$ cat src/rtl/wdt_pkg.sv
package wdt_pkg;
  localparam int unsigned WORD_W = 32;
  localparam logic [7:0] KEY_OPEN  = 8'hBE;
  localparam logic [7:0] KEY_CLOSE = 8'hDC;

  typedef struct packed {
    logic       en;
    logic [1:0] pwr;
    logic [1:0] div;
  } wdt_cfg_t;
endpackage

$ cat src/rtl/wdt_unlock.sv
module wdt_unlock
  import wdt_pkg::*;
#(
  parameter int ADDR_W   = 4,
  parameter int RELOAD_W = 16,
  parameter int CTRL_OFF = 0
) (
  input  logic                clk,
  input  logic                rst,
  input  logic                wr_en,
  input  logic [ADDR_W-1:0]   addr,
  input  logic [WORD_W-1:0]   wdata,
  input  logic                expire_i,
  output wdt_cfg_t            cfg_o,
  output logic                load_o,
  output logic [RELOAD_W-1:0] reload_o
);
  localparam logic [WORD_W-1:0] OPEN_WORD = {8'h00, KEY_OPEN, 16'h0000};

  logic     armed_q;
  wdt_cfg_t cfg_q;
  logic     ctrl_wr, open_ok, close_ok;

  assign ctrl_wr  = wr_en && (addr == ADDR_W'(CTRL_OFF));
  assign open_ok  = (wdata == OPEN_WORD);
  assign close_ok = (wdata[23:16] == KEY_CLOSE);
  assign load_o   = ctrl_wr && armed_q && close_ok;
  assign reload_o = wdata[RELOAD_W-1:0];
  assign cfg_o    = cfg_q;

  always_ff @(posedge clk) begin
    if (rst)
      armed_q <= 1'b0;
    else if (ctrl_wr)
      armed_q <= !armed_q && open_ok;
  end

  always_ff @(posedge clk) begin
    if (rst)
      cfg_q <= '0;
    else if (load_o)
      cfg_q <= '{en: wdata[31], pwr: wdata[27:26], div: wdata[25:24]};
    else if (expire_i)
      cfg_q.en <= 1'b0;
  end


  armed_clear_chk: assert property (@(posedge clk) disable iff (rst)
    (armed_q && ctrl_wr) |=> !armed_q);


  cfg_hold_chk: assert property (@(posedge clk) disable iff (rst)
    (!load_o && !expire_i) |=> $stable(cfg_q));
endmodule

$ cat src/rtl/wdt_prescaler.sv
module wdt_prescaler #(
  parameter int LOG2_D0 = 12,
  parameter int LOG2_D1 = 14,
  parameter int LOG2_D2 = 16,
  parameter int LOG2_D3 = 18
) (
  input  logic       clk,
  input  logic       rst,
  input  logic       en_i,
  input  logic [1:0] sel_i,
  input  logic       clear_i,
  output logic       tick_o
);
  function automatic int pick(int s);
    case (s)
      0:       return LOG2_D0;
      1:       return LOG2_D1;
      2:       return LOG2_D2;
      default: return LOG2_D3;
    endcase
  endfunction

  function automatic int widest();
    int m;
    m = 1;
    for (int i = 0; i < 4; i++)
      if (pick(i) > m) m = pick(i);
    return m;
  endfunction

  localparam int PRE_W = widest();

  logic [PRE_W-1:0] pre_q;
  logic [PRE_W-1:0] mask_tab [4];
  logic [PRE_W-1:0] mask;

  for (genvar g = 0; g < 4; g++) begin : g_mask
    localparam int L = pick(g);
    assign mask_tab[g] = PRE_W'((64'd1 << L) - 64'd1);
  end

  assign mask   = mask_tab[sel_i];
  assign tick_o = en_i && ((pre_q & mask) == mask);

  always_ff @(posedge clk) begin
    if (rst || clear_i)
      pre_q <= '0;
    else if (en_i)
      pre_q <= pre_q + 1'b1;
  end


  pre_restart_chk: assert property (@(posedge clk) disable iff (rst)
    clear_i |=> (pre_q == '0));
endmodule

$ cat src/rtl/wdt_counter.sv
module wdt_counter #(
  parameter int RELOAD_W = 16
) (
  input  logic                clk,
  input  logic                rst,
  input  logic                load_i,
  input  logic [RELOAD_W-1:0] reload_i,
  input  logic                en_i,
  input  logic                tick_i,
  output logic [RELOAD_W-1:0] cnt_o,
  output logic                expire_o,
  output logic                rst_req_o,
  output logic                flag_o
);
  logic [RELOAD_W-1:0] cnt_q;
  logic                req_q, flag_q;

  assign expire_o  = en_i && tick_i && !load_i && (cnt_q <= RELOAD_W'(1));
  assign cnt_o     = cnt_q;
  assign rst_req_o = req_q;
  assign flag_o    = flag_q;

  always_ff @(posedge clk) begin
    if (rst)
      cnt_q <= '0;
    else if (load_i)
      cnt_q <= reload_i;
    else if (en_i && tick_i && cnt_q != '0)
      cnt_q <= cnt_q - 1'b1;
  end

  always_ff @(posedge clk) begin
    if (rst) begin
      req_q  <= 1'b0;
      flag_q <= 1'b0;
    end else begin
      req_q  <= expire_o;
      flag_q <= flag_q || expire_o;
    end
  end


  req_single_chk: assert property (@(posedge clk) disable iff (rst)
    req_q |=> !req_q);


  flag_sticky_chk: assert property (@(posedge clk) disable iff (rst)
    flag_q |=> flag_q);


  count_down_chk: assert property (@(posedge clk) disable iff (rst)
    !load_i |=> (cnt_q <= $past(cnt_q)));
endmodule

$ cat src/rtl/pwd_watchdog.sv
module pwd_watchdog
  import wdt_pkg::*;
#(
  parameter int ADDR_W   = 4,
  parameter int RELOAD_W = 16,
  parameter int CTRL_OFF = 0,
  parameter int STAT_OFF = 8,
  parameter int LOG2_D0  = 12,
  parameter int LOG2_D1  = 14,
  parameter int LOG2_D2  = 16,
  parameter int LOG2_D3  = 18
) (
  input  logic              clk,
  input  logic              rst,
  input  logic              bus_wr,
  input  logic              bus_rd,
  input  logic [ADDR_W-1:0] bus_addr,
  input  logic [31:0]       bus_wdata,
  output logic [31:0]       bus_rdata,
  output logic              wdt_rst_req
);
  wdt_cfg_t            cfg;
  logic                load, expire, tick, flag;
  logic [RELOAD_W-1:0] reload, cnt;
  logic [31:0]         stat_word, rdata_q;

  wdt_unlock #(.ADDR_W(ADDR_W), .RELOAD_W(RELOAD_W), .CTRL_OFF(CTRL_OFF)) u_unlock (
    .clk(clk), .rst(rst), .wr_en(bus_wr), .addr(bus_addr), .wdata(bus_wdata),
    .expire_i(expire), .cfg_o(cfg), .load_o(load), .reload_o(reload)
  );

  wdt_prescaler #(.LOG2_D0(LOG2_D0), .LOG2_D1(LOG2_D1),
                  .LOG2_D2(LOG2_D2), .LOG2_D3(LOG2_D3)) u_pre (
    .clk(clk), .rst(rst), .en_i(cfg.en), .sel_i(cfg.div),
    .clear_i(load), .tick_o(tick)
  );

  wdt_counter #(.RELOAD_W(RELOAD_W)) u_cnt (
    .clk(clk), .rst(rst), .load_i(load), .reload_i(reload), .en_i(cfg.en),
    .tick_i(tick), .cnt_o(cnt), .expire_o(expire), .rst_req_o(wdt_rst_req),
    .flag_o(flag)
  );

  always_comb begin
    stat_word                 = '0;
    stat_word[31]             = cfg.en;
    stat_word[30]             = flag;
    stat_word[27:26]          = cfg.pwr;
    stat_word[25:24]          = cfg.div;
    stat_word[RELOAD_W-1:0]   = cnt;
  end

  always_ff @(posedge clk) begin
    if (rst)
      rdata_q <= '0;
    else if (bus_rd)
      rdata_q <= (bus_addr == ADDR_W'(STAT_OFF)) ? stat_word : '0;
  end

  assign bus_rdata = rdata_q;


  reset_quiet_chk: assert property (@(posedge clk)
    rst |=> (!wdt_rst_req && bus_rdata == '0));
endmodule

$ cat config.mk
export PLATFORM = sky130hd
export DESIGN_NAME = pwd_watchdog
export DESIGN_NICKNAME = d
export VERILOG_FILES = /design/src/rtl/wdt_pkg.sv /design/src/rtl/wdt_unlock.sv /design/src/rtl/wdt_prescaler.sv /design/src/rtl/wdt_counter.sv /design/src/rtl/pwd_watchdog.sv
export SDC_FILE = /design/constraint.sdc
export NUM_CORES = 1
export LEC_CHECK = 0
export ABC_CLOCK_PERIOD_IN_PS = 2900
export BUFFER_PORTS_ARGS = -buffer_cell sky130_fd_sc_hd__buf_2
export CAP_MARGIN = 0
export CORE_MARGIN = 3
export CORE_UTILIZATION = 28
export CTS_CLUSTER_SIZE = 10
export DETAILED_ROUTE_END_ITERATION = 16
export GPL_ROUTABILITY_DRIVEN = 0
export PLACE_DENSITY = 0.5
export SYNTH_ARGS = -nofsm -noshare
export SYNTH_HDL_FRONTEND = slang
export SYNTH_HIERARCHICAL = 1
export SYNTH_SLANG_ARGS = --single-unit
$ cat constraint.sdc
create_clock -name clk -period 2.9 [get_ports clk]
set_input_delay 0.58 -clock clk [delete_from_list [all_inputs] [get_ports clk]]
set_output_delay 0.58 -clock clk [all_outputs]
set_load 0.02 [all_outputs]
==> flow_summary.json <==
{
  "path_depth": 10,
  "arrival_ns": 2.66,
  "placed_area_um2": 3570,
  "die_width_um": 114,
  "synth_ff_type": "dfxtp_1",
  "hold_ws_ns": 0.466,
  "start_util_pct": 29.5,
  "worstMarginPinSlew_ns": 0.868,
  "status": "complete, no violations",
  "grt_pass1_vias": 2712,
  "cp.required_ns": 3.08,
  "drc": 0,
  "comb_power_share_pct": 4.7,
  "final_layout_size_suffix_gt1_share_pct": 30.4,
  "finClkSkew_ns": 0.00492,
  "cts_buffers": 9,
  "grt.total_usage_pct": 13.8,
  "num_rows": 38,
  "max_stage_delay_ns": 0.39,
  "finalHoldViolations": 0,
  "synth_area_per_cell_um2": 9.51,
  "power.switching_uw": 420,
  "dp_hpwl_um": 6490,
  "vias": 2757,
  "maxCapViolCount": 0,
  "seq_area_frac_synth_pct": 39.0,
  "cts_tree": "done",
  "hold_buffers": 0,
  "cts_num_sinks": 64,
  "slew_violations": 0,
  "final_util_pct": 34.5,
  "seq_power_share_pct": 45.4,
  "synth_edf_count": 0,
  "holdPathStages": 1,
  "drt_wl_total_um": 8750,
  "dr.first_iter.drc_count": 115,
  "htreeDepth": 3,
  "setup_viol": 0,
  "hold_path.class": "register to register",
  "ir_worst_vdd_mv": 0.239,
  "root_buffer": "clkbuf_16",
  "fmax_mhz": 403,
  "ctsLongestPathBuffers": 2,
  "die_h_um": 114,
  "r2r_cells": 10,
  "internal_power_uw": 1520,
  "grt_antenna_before_repair": 1,
  "path_class": "register to register",
  "postRouteAntennaNets": 0,
  "path_buf_inv": 1,
  "pin_count": 73,
  "syn_inst": 345,
  "critPathMaxFanout": 6,
  "power_density_nw_per_um2": 506,
  "stdcell_area_um2": 3840,
  "cp_top_family": "simple AND/OR/NAND/NOR gates",
  "synthArstFlopShare_pct": 0,
  "netlist_area_um2": 3280,
  "vias_per_cell": 5.12,
  "endpoint_kind": "register",
  "drtPass1Iterations": 4,
  "critical-path-slowest-cell": "dfxtp_1",
  "switching_share_pct": 21.7,
  "worstSkewPairLatency_ns": 0.32,
  "pwr-share-clk_pct": 49.9,
  "ctsResizeCount": 0,
  "post_cts_buffers": 0,
  "synth-seq-cells": 64,
  "finalCritPeriodShare_pct": 85.6,
  "grt_overflow": 0,
  "cp-start-kind": "register",
  "fin_tns_setup_ns": 0,
  "synthToLayoutAreaGrowth_pct": 16.9,
  "rsz0062_at_grt": "false",
  "relSlewSlack_pct": 42.0,
  "clk_pin_slew_ns": 0.05,
  "grt_pass1_wl_um": 14000,
  "insertedDiodeCount": 0,
  "core_area_um2": 11100,
  "die_area_um2": 13100,
  "yosys_warnings": 6,
  "port_buffers": 62,
  "crit_chain": "and4_2 > nand4_4 > a221oi_2 > nand2_1 > nor3_1 > nor3b_1 > o2111ai_1 > inv_1 > or3b_2 > a21oi_1",
  "avgRoutedWirePerCell_um": 16.3,
  "nets": 440,
  "period_minus_slack_ns": 2.48,
  "p_leak_uw": 0.00161,
  "ys_types": 63,
  "grt_max_degree": 31
}
## flip-flops by register name (all words and copies together), names as in the netlist
register and flops:
bus_rdata 22, u_pre/pre_q 18, u_cnt/cnt_o 16, u_unlock/cfg_o 5
u_cnt/flag_o 1, u_cnt/rst_req_o 1, u_unlock/armed_q 1
## stage by stage
stage / power (µW) / setup WS [ns] / cells
floorplan: 967 / 0.298 / 354
global placement: 990 / 0.449 / 525
detailed placement: 990 / 0.337 / 525
CTS: 1970 / 0.323 / 538
global route: 2010 / 0.0885 / 538
finish: 1940 / 0.418 / 538
## power by group through the flow
stage | registers [µW] | clock network (µW) | logic, µW
CTS | 880 | 996 | 91.7
detailed placement | 899 | 0 | 91.4
global placement | 899 | 0 | 91.1
global route | 879 | 1030 | 100
finish | 881 | 968 | 91.6
floorplan | 899 | 0 | 68.9
## cell usage in the layout (no fill, tap or decap), drive strengths merged, types with 2 or more instances in the layout
cell type  netlist  layout
a2111oi          2       2
a211oi           9       9
a21oi           17      17
a32o            22      22
and2             2       2
and3             5       5
and4             3       3
buf             34      74
clkbuf           6      12
conb             1      10
dfxtp           64      64
ha               4       4
inv             11      11
mux2i            6       6
nand2           14      14
nand3           10      10
nand3b           4       4
nand4           10      10
nand4bb          2       2
nor2            33      33
nor3             8       8
nor3b            2       2
nor4             9       9
o21a             2       2
o21ai            8       8
o21bai           2       2
or3              8       8
or3b             2       2
or4              6       6
xnor2           13      13
xor2             9       9
## layer usage
metal / GRT usage, % / share of wire (%)
met5: 0 / 0.15
met4: 4.83 / 1.4
met3: 4.55 / 6.1
met2: 22.7 / 48
met1: 16.9 / 44
## logic make-up after synthesis
family | share of synthesized area, %
adders and majority gates | 1.53
buffers and inverters | 11.1
DFF | 39.0
other | 0.114
AOI/OAI and AO/OA | 17.6
muxes | 2.17
xor gates and xnor gates | 5.87
and+or+nand+nor | 22.6
## cells in the mapped netlist (8+ instances only)
cell	count	area share [%]
dfxtp_1	64	39
nor2_1	33	3.8
buf_4	27	6.2
a32o_2	20	6.9
a21oi_1	17	2.6
nand2_1	14	1.6
xnor2_1	13	3.5
inv_1	11	1.3
nand3_1	10	1.5
xor2_1	9	2.4
nand4_1	8	1.5
or3_1	8	1.5
## cell type report
class | instances | area, µm²
Tap cell | 140 | 175
Timing Repair Buffer | 74 | 400
Multi-Input combinational cell | 236 | 1680
Clock inverter | 1 | 5.00
Sequential cell | 64 | 1280
Inverter | 11 | 41.3
Clock buffer | 12 | 256
Fill cell | 1166 | 7290
## worst paths after layout
check                                    start  slack [ns]                 to
worst max-delay path            u_pre/pre_q[5]        0.42  u_unlock/cfg_o[4]
worst min-delay path             bus_rdata[14]        0.47      bus_rdata[14]
worst max register to register  u_pre/pre_q[5]        0.42  u_unlock/cfg_o[4]
worst min register to register   bus_rdata[14]        0.47      bus_rdata[14]
(Power assumes the default switching activity.)
